## config.mk

```make
export PLATFORM = sky130hd
export DESIGN_NAME = pll_bringup_seq
export DESIGN_NICKNAME = d
export VERILOG_FILES = /design/src/rtl/pll_seq_pkg.sv /design/src/rtl/pll_seq_timer.sv /design/src/rtl/pll_seq_divhs.sv /design/src/rtl/pll_seq_ctl.sv /design/src/rtl/pll_bringup_seq.sv
export SDC_FILE = /design/constraint.sdc
export NUM_CORES = 1
export LEC_CHECK = 0
export ABC_AREA = 1
export CORE_AREA = 2 2 114 72
export DETAILED_ROUTE_END_ITERATION = 12
export DIE_AREA = 0 0 116 74
export DONT_BUFFER_PORTS = 1
export PLACE_DENSITY_LB_ADDON = 0.05
export SYNTH_ARGS = -nofsm -noshare
export SYNTH_HDL_FRONTEND = slang
export SYNTH_SLANG_ARGS = --single-unit
```

## constraint.sdc

```tcl
create_clock -name clk -period 1.43 [get_ports clk]
set_input_delay 0 -clock clk [delete_from_list [all_inputs] [get_ports clk]]
set_output_delay 0 -clock clk [all_outputs]
set_load 0.01 [all_outputs]
```

## src/rtl/pll_seq_pkg.sv

```systemverilog
package pll_seq_pkg;

   typedef enum logic [3:0] {
      SQ_IDLE,
      SQ_CLR_SRC,
      SQ_SEL_BYP,
      SQ_WAIT_BYP,
      SQ_DIS_OUT,
      SQ_PWR_UP,
      SQ_EN_OUT,
      SQ_WAIT_STAB,
      SQ_RST_HOLD,
      SQ_WAIT_LOCK,
      SQ_FINISH
   } seq_state_e;

   typedef enum logic [2:0] {
      HS_IDLE,
      HS_LOAD,
      HS_GO,
      HS_WAIT,
      HS_DONE
   } hs_state_e;

   function automatic int max_of4(input int a, input int b, input int c, input int d);
      int m;
      m = a;
      if (b > m) m = b;
      if (c > m) m = c;
      if (d > m) m = d;
      return m;
   endfunction

endpackage

```

## src/rtl/pll_seq_timer.sv

```systemverilog
module pll_seq_timer #(
   parameter int CNT_W = 12
) (
   input  logic             clk,
   input  logic             rst_n,
   input  logic             load,
   input  logic [CNT_W-1:0] load_val,
   output logic             zero
);

   logic [CNT_W-1:0] cnt;

   always_ff @(posedge clk or negedge rst_n) begin
      if (!rst_n) begin
         cnt <= '0;
      end else if (load) begin
         cnt <= load_val;
      end else if (cnt != '0) begin
         cnt <= cnt - CNT_W'(1);
      end
   end

   assign zero = (cnt == '0);

   AST_CNT_HOLD_ZERO: assert property (@(posedge clk) disable iff (!rst_n)
      (!load && cnt == '0) |=> (cnt == '0));

   AST_CNT_STEP_DOWN: assert property (@(posedge clk) disable iff (!rst_n)
      (!load && cnt != '0) |=> (cnt == $past(cnt) - CNT_W'(1)));

endmodule

```

## src/rtl/pll_seq_divhs.sv

```systemverilog
module pll_seq_divhs
   import pll_seq_pkg::*;
#(
   parameter int RATIO_W = 5
) (
   input  logic               clk,
   input  logic               rst_n,
   input  logic               kick,
   input  logic               clr,
   input  logic               upd_en,
   input  logic [RATIO_W-1:0] ratio_in,
   input  logic               div_busy,
   output logic [RATIO_W-1:0] ratio_val,
   output logic               ratio_ld,
   output logic               div_go,
   output logic               hs_done
);

   hs_state_e st;

   always_ff @(posedge clk or negedge rst_n) begin
      if (!rst_n) begin
         st        <= HS_IDLE;
         ratio_val <= '0;
         ratio_ld  <= 1'b0;
         div_go    <= 1'b0;
      end else begin
         ratio_ld <= 1'b0;
         div_go   <= 1'b0;
         case (st)
            HS_IDLE: begin
               if (kick) begin
                  if (upd_en) begin
                     ratio_val <= ratio_in;
                     ratio_ld  <= 1'b1;
                     st        <= HS_LOAD;
                  end else begin
                     st <= HS_DONE;
                  end
               end
            end
            HS_LOAD: begin
               div_go <= 1'b1;
               st     <= HS_GO;
            end
            HS_GO: begin
               st <= HS_WAIT;
            end
            HS_WAIT: begin
               if (!div_busy) st <= HS_DONE;
            end
            HS_DONE: begin
               if (clr) st <= HS_IDLE;
            end
            default: st <= HS_IDLE;
         endcase
      end
   end

   assign hs_done = (st == HS_DONE);

   AST_GO_PULSE: assert property (@(posedge clk) disable iff (!rst_n)
      div_go |=> !div_go);

   AST_GO_AFTER_LOAD: assert property (@(posedge clk) disable iff (!rst_n)
      div_go |-> $past(ratio_ld));

   AST_RATIO_LD_PULSE: assert property (@(posedge clk) disable iff (!rst_n)
      ratio_ld |=> !ratio_ld);

endmodule

```

## src/rtl/pll_seq_ctl.sv

```systemverilog
module pll_seq_ctl
   import pll_seq_pkg::*;
#(
   parameter int MULT_W    = 8,
   parameter int RATIO_W   = 5,
   parameter int CNT_W     = 12,
   parameter int BYP_WAIT  = 20,
   parameter int STAB_WAIT = 4096,
   parameter int RST_MIN   = 32,
   parameter int LOCK_WAIT = 2000
) (
   input  logic               clk,
   input  logic               rst_n,
   input  logic               start,
   input  logic [MULT_W-1:0]  mult_tgt,
   input  logic [RATIO_W-1:0] ratio_tgt,
   input  logic               ratio_upd,
   input  logic               tmr_zero,
   input  logic               hs_done,
   output logic               tmr_load,
   output logic [CNT_W-1:0]   tmr_val,
   output logic               hs_kick,
   output logic               hs_clr,
   output logic [RATIO_W-1:0] ratio_q,
   output logic               upd_q,
   output logic               src_ovr,
   output logic               pll_en,
   output logic               pll_rst,
   output logic               pll_outdis,
   output logic               pll_pwrdn,
   output logic [MULT_W-1:0]  mult_val,
   output logic               mult_ld,
   output logic               done
);

   localparam logic [CNT_W-1:0] BYP_RLD  = CNT_W'(BYP_WAIT - 1);
   localparam logic [CNT_W-1:0] STAB_RLD = CNT_W'(STAB_WAIT - 1);
   localparam logic [CNT_W-1:0] RST_RLD  = CNT_W'(RST_MIN - 1);
   localparam logic [CNT_W-1:0] LOCK_RLD = CNT_W'(LOCK_WAIT - 1);

   seq_state_e       st;
   logic [MULT_W-1:0] mult_q;
   logic             stab_end;
   logic             hold_end;
   logic             lock_end;

   assign stab_end = (st == SQ_WAIT_STAB) && tmr_zero;
   assign hold_end = (st == SQ_RST_HOLD)  && tmr_zero && hs_done;
   assign lock_end = (st == SQ_WAIT_LOCK) && tmr_zero;

   // Counter reload points: one per wait, taken on entry to the wait
   always_comb begin
      tmr_load = 1'b0;
      tmr_val  = '0;
      if (st == SQ_SEL_BYP) begin
         tmr_load = 1'b1;
         tmr_val  = BYP_RLD;
      end else if (st == SQ_EN_OUT) begin
         tmr_load = 1'b1;
         tmr_val  = STAB_RLD;
      end else if (stab_end) begin
         tmr_load = 1'b1;
         tmr_val  = RST_RLD;
      end else if (hold_end) begin
         tmr_load = 1'b1;
         tmr_val  = LOCK_RLD;
      end
   end

   assign hs_kick = stab_end;
   assign hs_clr  = hold_end;

   always_ff @(posedge clk or negedge rst_n) begin
      if (!rst_n) begin
         st         <= SQ_IDLE;
         mult_q     <= '0;
         ratio_q    <= '0;
         upd_q      <= 1'b0;
         src_ovr    <= 1'b1;
         pll_en     <= 1'b0;
         pll_rst    <= 1'b0;
         pll_outdis <= 1'b0;
         pll_pwrdn  <= 1'b1;
         mult_val   <= '0;
         mult_ld    <= 1'b0;
         done       <= 1'b0;
      end else begin
         mult_ld <= 1'b0;
         done    <= 1'b0;
         case (st)
            SQ_IDLE: begin
               if (start) begin
                  mult_q  <= mult_tgt;
                  ratio_q <= ratio_tgt;
                  upd_q   <= ratio_upd;
                  st      <= SQ_CLR_SRC;
               end
            end
            SQ_CLR_SRC: begin
               src_ovr <= 1'b0;
               st      <= SQ_SEL_BYP;
            end
            SQ_SEL_BYP: begin
               pll_en <= 1'b0;
               st     <= SQ_WAIT_BYP;
            end
            SQ_WAIT_BYP: begin
               if (tmr_zero) begin
                  pll_rst <= 1'b1;
                  st      <= SQ_DIS_OUT;
               end
            end
            SQ_DIS_OUT: begin
               pll_outdis <= 1'b1;
               st         <= SQ_PWR_UP;
            end
            SQ_PWR_UP: begin
               pll_pwrdn <= 1'b0;
               st        <= SQ_EN_OUT;
            end
            SQ_EN_OUT: begin
               pll_outdis <= 1'b0;
               st         <= SQ_WAIT_STAB;
            end
            SQ_WAIT_STAB: begin
               if (tmr_zero) begin
                  mult_val <= mult_q;
                  mult_ld  <= 1'b1;
                  st       <= SQ_RST_HOLD;
               end
            end
            SQ_RST_HOLD: begin
               if (tmr_zero && hs_done) begin
                  pll_rst <= 1'b0;
                  st      <= SQ_WAIT_LOCK;
               end
            end
            SQ_WAIT_LOCK: begin
               if (tmr_zero) begin
                  pll_en <= 1'b1;
                  st     <= SQ_FINISH;
               end
            end
            SQ_FINISH: begin
               done <= 1'b1;
               st   <= SQ_IDLE;
            end
            default: st <= SQ_IDLE;
         endcase
      end
   end

   AST_LD_IN_BYPASS: assert property (@(posedge clk) disable iff (!rst_n)
      mult_ld |-> (!pll_en && pll_rst));

   AST_RST_AFTER_HS: assert property (@(posedge clk) disable iff (!rst_n)
      $fell(pll_rst) |-> $past(hs_done));

   AST_EN_CLEAN: assert property (@(posedge clk) disable iff (!rst_n)
      $rose(pll_en) |-> (!pll_rst && !pll_pwrdn && !pll_outdis));

   AST_DONE_ONE: assert property (@(posedge clk) disable iff (!rst_n)
      done |=> !done);

   AST_DONE_AFTER_EN: assert property (@(posedge clk) disable iff (!rst_n)
      done |-> (pll_en && $past(pll_en)));

endmodule

```

## src/rtl/pll_bringup_seq.sv

```systemverilog
module pll_bringup_seq
   import pll_seq_pkg::*;
#(
   parameter int MULT_W      = 8,
   parameter int RATIO_W     = 5,
   parameter int BYP_WAIT    = 20,
   parameter int STAB_WAIT   = 4096,
   parameter int RST_MIN     = 32,
   parameter int LOCK_WAIT   = 2000,
   parameter bit DIV_SUPPORT = 1'b1
) (
   input  logic               clk,
   input  logic               rst_n,
   input  logic               start,
   input  logic [MULT_W-1:0]  mult_tgt,
   input  logic [RATIO_W-1:0] ratio_tgt,
   input  logic               ratio_upd,
   input  logic               div_busy,
   output logic               src_ovr,
   output logic               pll_en,
   output logic               pll_rst,
   output logic               pll_outdis,
   output logic               pll_pwrdn,
   output logic [MULT_W-1:0]  mult_val,
   output logic               mult_ld,
   output logic [RATIO_W-1:0] ratio_val,
   output logic               ratio_ld,
   output logic               div_go,
   output logic               done
);

   localparam int MAX_WAIT = max_of4(BYP_WAIT, STAB_WAIT, RST_MIN, LOCK_WAIT);
   localparam int CNT_W    = $clog2(MAX_WAIT + 1);

   if (MULT_W < 1 || RATIO_W < 1) begin : g_bad_width
      $error("pll_bringup_seq: value widths must be at least 1");
   end
   if (BYP_WAIT < 1 || STAB_WAIT < 1 || RST_MIN < 1 || LOCK_WAIT < 1) begin : g_bad_wait
      $error("pll_bringup_seq: every wait must be at least one cycle");
   end

   logic               tmr_load;
   logic [CNT_W-1:0]   tmr_val;
   logic               tmr_zero;
   logic               hs_kick;
   logic               hs_clr;
   logic               hs_done;
   logic [RATIO_W-1:0] ratio_q;
   logic               upd_q;

   pll_seq_timer #(.CNT_W(CNT_W)) u_timer (
      .clk      (clk),
      .rst_n    (rst_n),
      .load     (tmr_load),
      .load_val (tmr_val),
      .zero     (tmr_zero)
   );

   pll_seq_ctl #(
      .MULT_W    (MULT_W),
      .RATIO_W   (RATIO_W),
      .CNT_W     (CNT_W),
      .BYP_WAIT  (BYP_WAIT),
      .STAB_WAIT (STAB_WAIT),
      .RST_MIN   (RST_MIN),
      .LOCK_WAIT (LOCK_WAIT)
   ) u_ctl (
      .clk        (clk),
      .rst_n      (rst_n),
      .start      (start),
      .mult_tgt   (mult_tgt),
      .ratio_tgt  (ratio_tgt),
      .ratio_upd  (ratio_upd),
      .tmr_zero   (tmr_zero),
      .hs_done    (hs_done),
      .tmr_load   (tmr_load),
      .tmr_val    (tmr_val),
      .hs_kick    (hs_kick),
      .hs_clr     (hs_clr),
      .ratio_q    (ratio_q),
      .upd_q      (upd_q),
      .src_ovr    (src_ovr),
      .pll_en     (pll_en),
      .pll_rst    (pll_rst),
      .pll_outdis (pll_outdis),
      .pll_pwrdn  (pll_pwrdn),
      .mult_val   (mult_val),
      .mult_ld    (mult_ld),
      .done       (done)
   );

   if (DIV_SUPPORT) begin : g_div
      pll_seq_divhs #(.RATIO_W(RATIO_W)) u_divhs (
         .clk       (clk),
         .rst_n     (rst_n),
         .kick      (hs_kick),
         .clr       (hs_clr),
         .upd_en    (upd_q),
         .ratio_in  (ratio_q),
         .div_busy  (div_busy),
         .ratio_val (ratio_val),
         .ratio_ld  (ratio_ld),
         .div_go    (div_go),
         .hs_done   (hs_done)
      );
   end else begin : g_nodiv
      assign ratio_val = '0;
      assign ratio_ld  = 1'b0;
      assign div_go    = 1'b0;
      assign hs_done   = 1'b1;
   end

   AST_STROBE_SYNC: assert property (@(posedge clk) disable iff (!rst_n)
      ratio_ld |-> mult_ld);

endmodule

```

==> results.ini <==
[routing]
drt_iter0_markers = 139
vias = 2011
wl_um = 6230
drt_first_pass_iters = 4
post_drt_via_cell_ratio = 4.31
wl_per_cell_um = 13.3
ant_nets = 0
drc = 0

[logic_synthesis]
ys_seq_area_share_pct = 54.3
yosysWarnings = 0
postSynthAreaPerCell_sq_um = 9.01
synth_ff_type = dfrtp_1
async_flop_share_pct = 100
ys_types = 35
synth_edf_count = 0
synth.net_count = 306
yosys_register_bits = 56
netlist_area_sq_um = 2580
syn_inst = 287

[timing]
timing.slew.headroom_pct = 72.2
skew_ns = 0.00527
finalSetupViolations = 27
tns_ns = -1.64
worst_pin_slew_ns = 0.416
rsz0062_at_grt = true
hold_viol = 0
fin_ws_ns = -0.132
period_needed_ns = 1.56
timing.final.crit_share_pct = 109
slew_violations = 0
max_freq_mhz = 640

[place]
place_congestion = 0.782
dp_hpwl_um = 4320
placed_area_sq_um = 3050
port_buffers = 0

[critical_path]
rrSetupSlack_ns = -0.13
path_max_fanout = 7
worstReg2RegStart = u_timer.cnt[7]$_DFFE_PN0P_
r2r_cells = 7
r2r-end = u_timer.cnt[6]$_DFFE_PN0P_
required_ns = 1.60
critPathCaptureType = flop
critPathKind = reg -> reg
crit_arrival_ns = 1.73
critPathLaunchType = flop

[finish]
final_cell_area_sq_um = 3640
drive_gt1_share_pct = 35.9
num_antenna_cells = 0
fin_nets = 378
area_growth_pct = 40.9
num-fill-cells = 741

[floorplan]
ios = 40
die_area_sq_um = 8580
core_sq_um = 7570
fp.dieH_um = 74
initial_core_util_pct = 34.1
die_x_um = 116
core.rowCount = 25

[clock_tree]
htreeDepth = 2
clk_pin_slew_ns = 0.07
clockRootBuffer = clkbuf_16
cts.sinks = 56
clk_path_buf_depth = 2
cts_tree = yes
cts_made_buffers = 5
clk_latency_ns = 0.29

[worst_hold_path]
hold_class = in -> reg
hold_start = start
hold_depth = 3
min_to = u_ctl.mult_q[7]$_DFFE_PN0P_

[power_and_ir_drop]
ir_drop_v = 0.000351
p_per_area_nw_per_um2 = 909
p_leak_nw = 1.75
power_mw = 3.31

[global_routing]
grt_max_degree = 57
grt_pass1_vias = 1944
grt_overflow = 0
grt_util_all_layers_pct = 15.7
grt_first_pass_wirelength_um = 10100
antenna_found_initial = 0

[run]
maxCapViolations = 0

[outcome]
violations = setup timing
status = finished, violations left

cell usage after synthesis, drive strengths merged, types with 2 or more instances:
cell	instances	area, sq um
a21boi	2	15.0
a21oi	9	45.0
buf	3	30.0
clkbuf	2	8.75
dfrtp	54	1350
dfstp	2	52.6
inv	40	150
nand2	75	297
nand3	9	67.6
nor2	30	161
nor3	4	25.0
o211ai	2	28.8
o21ai	38	209
o31ai	2	15.0
xnor2	4	35.0
xor2	5	43.8
sequential cells by signal, indices dropped and copies added, names as in the netlist, 3 cells and up:
| signal | cells |
|---|---|
| g_div.u_divhs.ratio_val | 5 |
| g_div.u_divhs.st | 3 |
| u_ctl.mult_q | 8 |
| u_ctl.mult_val | 8 |
| u_ctl.ratio_q | 5 |
| u_ctl.st | 4 |
| u_timer.cnt | 13 |
critical path, stage by stage (launching register included):
cell and delay (ns):
dfrtp_1 0.43, nor2_2 0.14, nand2_2 0.11, nor2_8 0.17, nand2_2 0.14, nor3_4 0.25, buf_12 0.16, a21oi_2 0.04
per-stage QoR:
stage	hold slack [ns]	utilization (%)	instances	worst slack, ns
final	0.0742	48.1	467	-0.132
after global routing	0.0774	48.1	467	-0.232
after CTS	0.0465	45.9	464	-0.138
after detailed placement	-0.294	40.2	434	-0.158
after global placement	-0.293	40.2	434	-0.162
after floorplan	-0.296	-	287	0.000690
worst max path at each step:
stage,start,to,slack (ns)
global route,u_timer.cnt[0]$_DFFE_PN0P_,u_timer.cnt[9]$_DFFE_PN0P_,-0.23
CTS,u_timer.cnt[1]$_DFFE_PN0P_,u_timer.cnt[11]$_DFFE_PN0P_,-0.14
floorplan,u_ctl.st[3]$_DFFE_PN0P_,u_ctl.mult_q[7]$_DFFE_PN0P_,0.0007
global placement,u_timer.cnt[9]$_DFFE_PN0P_,u_timer.cnt[6]$_DFFE_PN0P_,-0.16
detailed placement,u_timer.cnt[9]$_DFFE_PN0P_,u_timer.cnt[10]$_DFFE_PN0P_,-0.16
finish,u_timer.cnt[7]$_DFFE_PN0P_,u_timer.cnt[6]$_DFFE_PN0P_,-0.13
layout make-up:
type,count,area [sq um],area share (%)
flip-flops and latches,56,1410,38.6
multi-input cells,187,1180,32.5
repair buffers,69,624,17.1
inverters,40,155,4.26
well taps,108,135,3.71
clock buffers,5,125,3.44
clock inverters,2,12.5,0.344
routing by layer:
metal  vias up  track usage [%]  routed length (um)
li1       1059                -                   -
met1       920             25.4                3540
met2        27             20.7                2430
met3         5             3.83                 215
met4         0             3.57                  46
met5         -                0                   0
report_power, final:
group	switching, mW	leakage (nW)	total [mW]	internal [mW]
clock network	0.549	0.0657	1.19	0.637
logic	0.258	1.00	0.446	0.188
registers	0.0297	0.681	1.68	1.65
cell usage in the layout (no fill, tap or decap), types with 2 or more instances in the layout:
master / Yosys / layout
buf_6: 2 / 5
a21oi_1: 9 / 2
o21ai_0: 27 / 11
nand2_1: 69 / 55
o31ai_1: 2 / 2
clkbuf_16: 0 / 5
xnor2_1: 4 / 4
o21ai_1: 6 / 17
nand3_1: 6 / 5
dfstp_2: 2 / 2
a21oi_2: 0 / 7
nand2_2: 6 / 18
nand2_4: 0 / 2
o21ai_2: 5 / 10
nand3_4: 1 / 3
nor3_1: 3 / 3
nor2_1: 22 / 14
inv_1: 38 / 35
nor2_4: 3 / 7
inv_2: 2 / 4
a21boi_0: 2 / 2
xor2_1: 5 / 5
buf_4: 1 / 44
buf_12: 0 / 2
dfrtp_1: 54 / 53
nor2_2: 4 / 8
dlygate4sd3_1: 0 / 17
logic make-up (layout without fill, tap and decap cells):
group | count (synthesis) | count (layout) | share of synthesized area, %
AND/OR/NAND/NOR | 119 | 120 | 21.5
AO/OA/AOI/OAI | 56 | 56 | 12.9
buffers and inverters | 45 | 116 | 7.31
flip-flops | 56 | 56 | 54.3
multiplexers | 1 | 1 | 0.436
XOR/XNOR | 9 | 9 | 3.05
adder cells (fa/ha/maj) | 1 | 1 | 0.484
timing repair:
action                                  CTS  global route
resized for setup                        15            56
endpoints found under the setup margin   40            49
hold buffers                             18             0
gates cloned                              1             2
pin swaps                                10             8
endpoints found under the hold margin    75             0
buffers inserted                          6             1
Note: power is estimated with default switching activity, not from simulation.
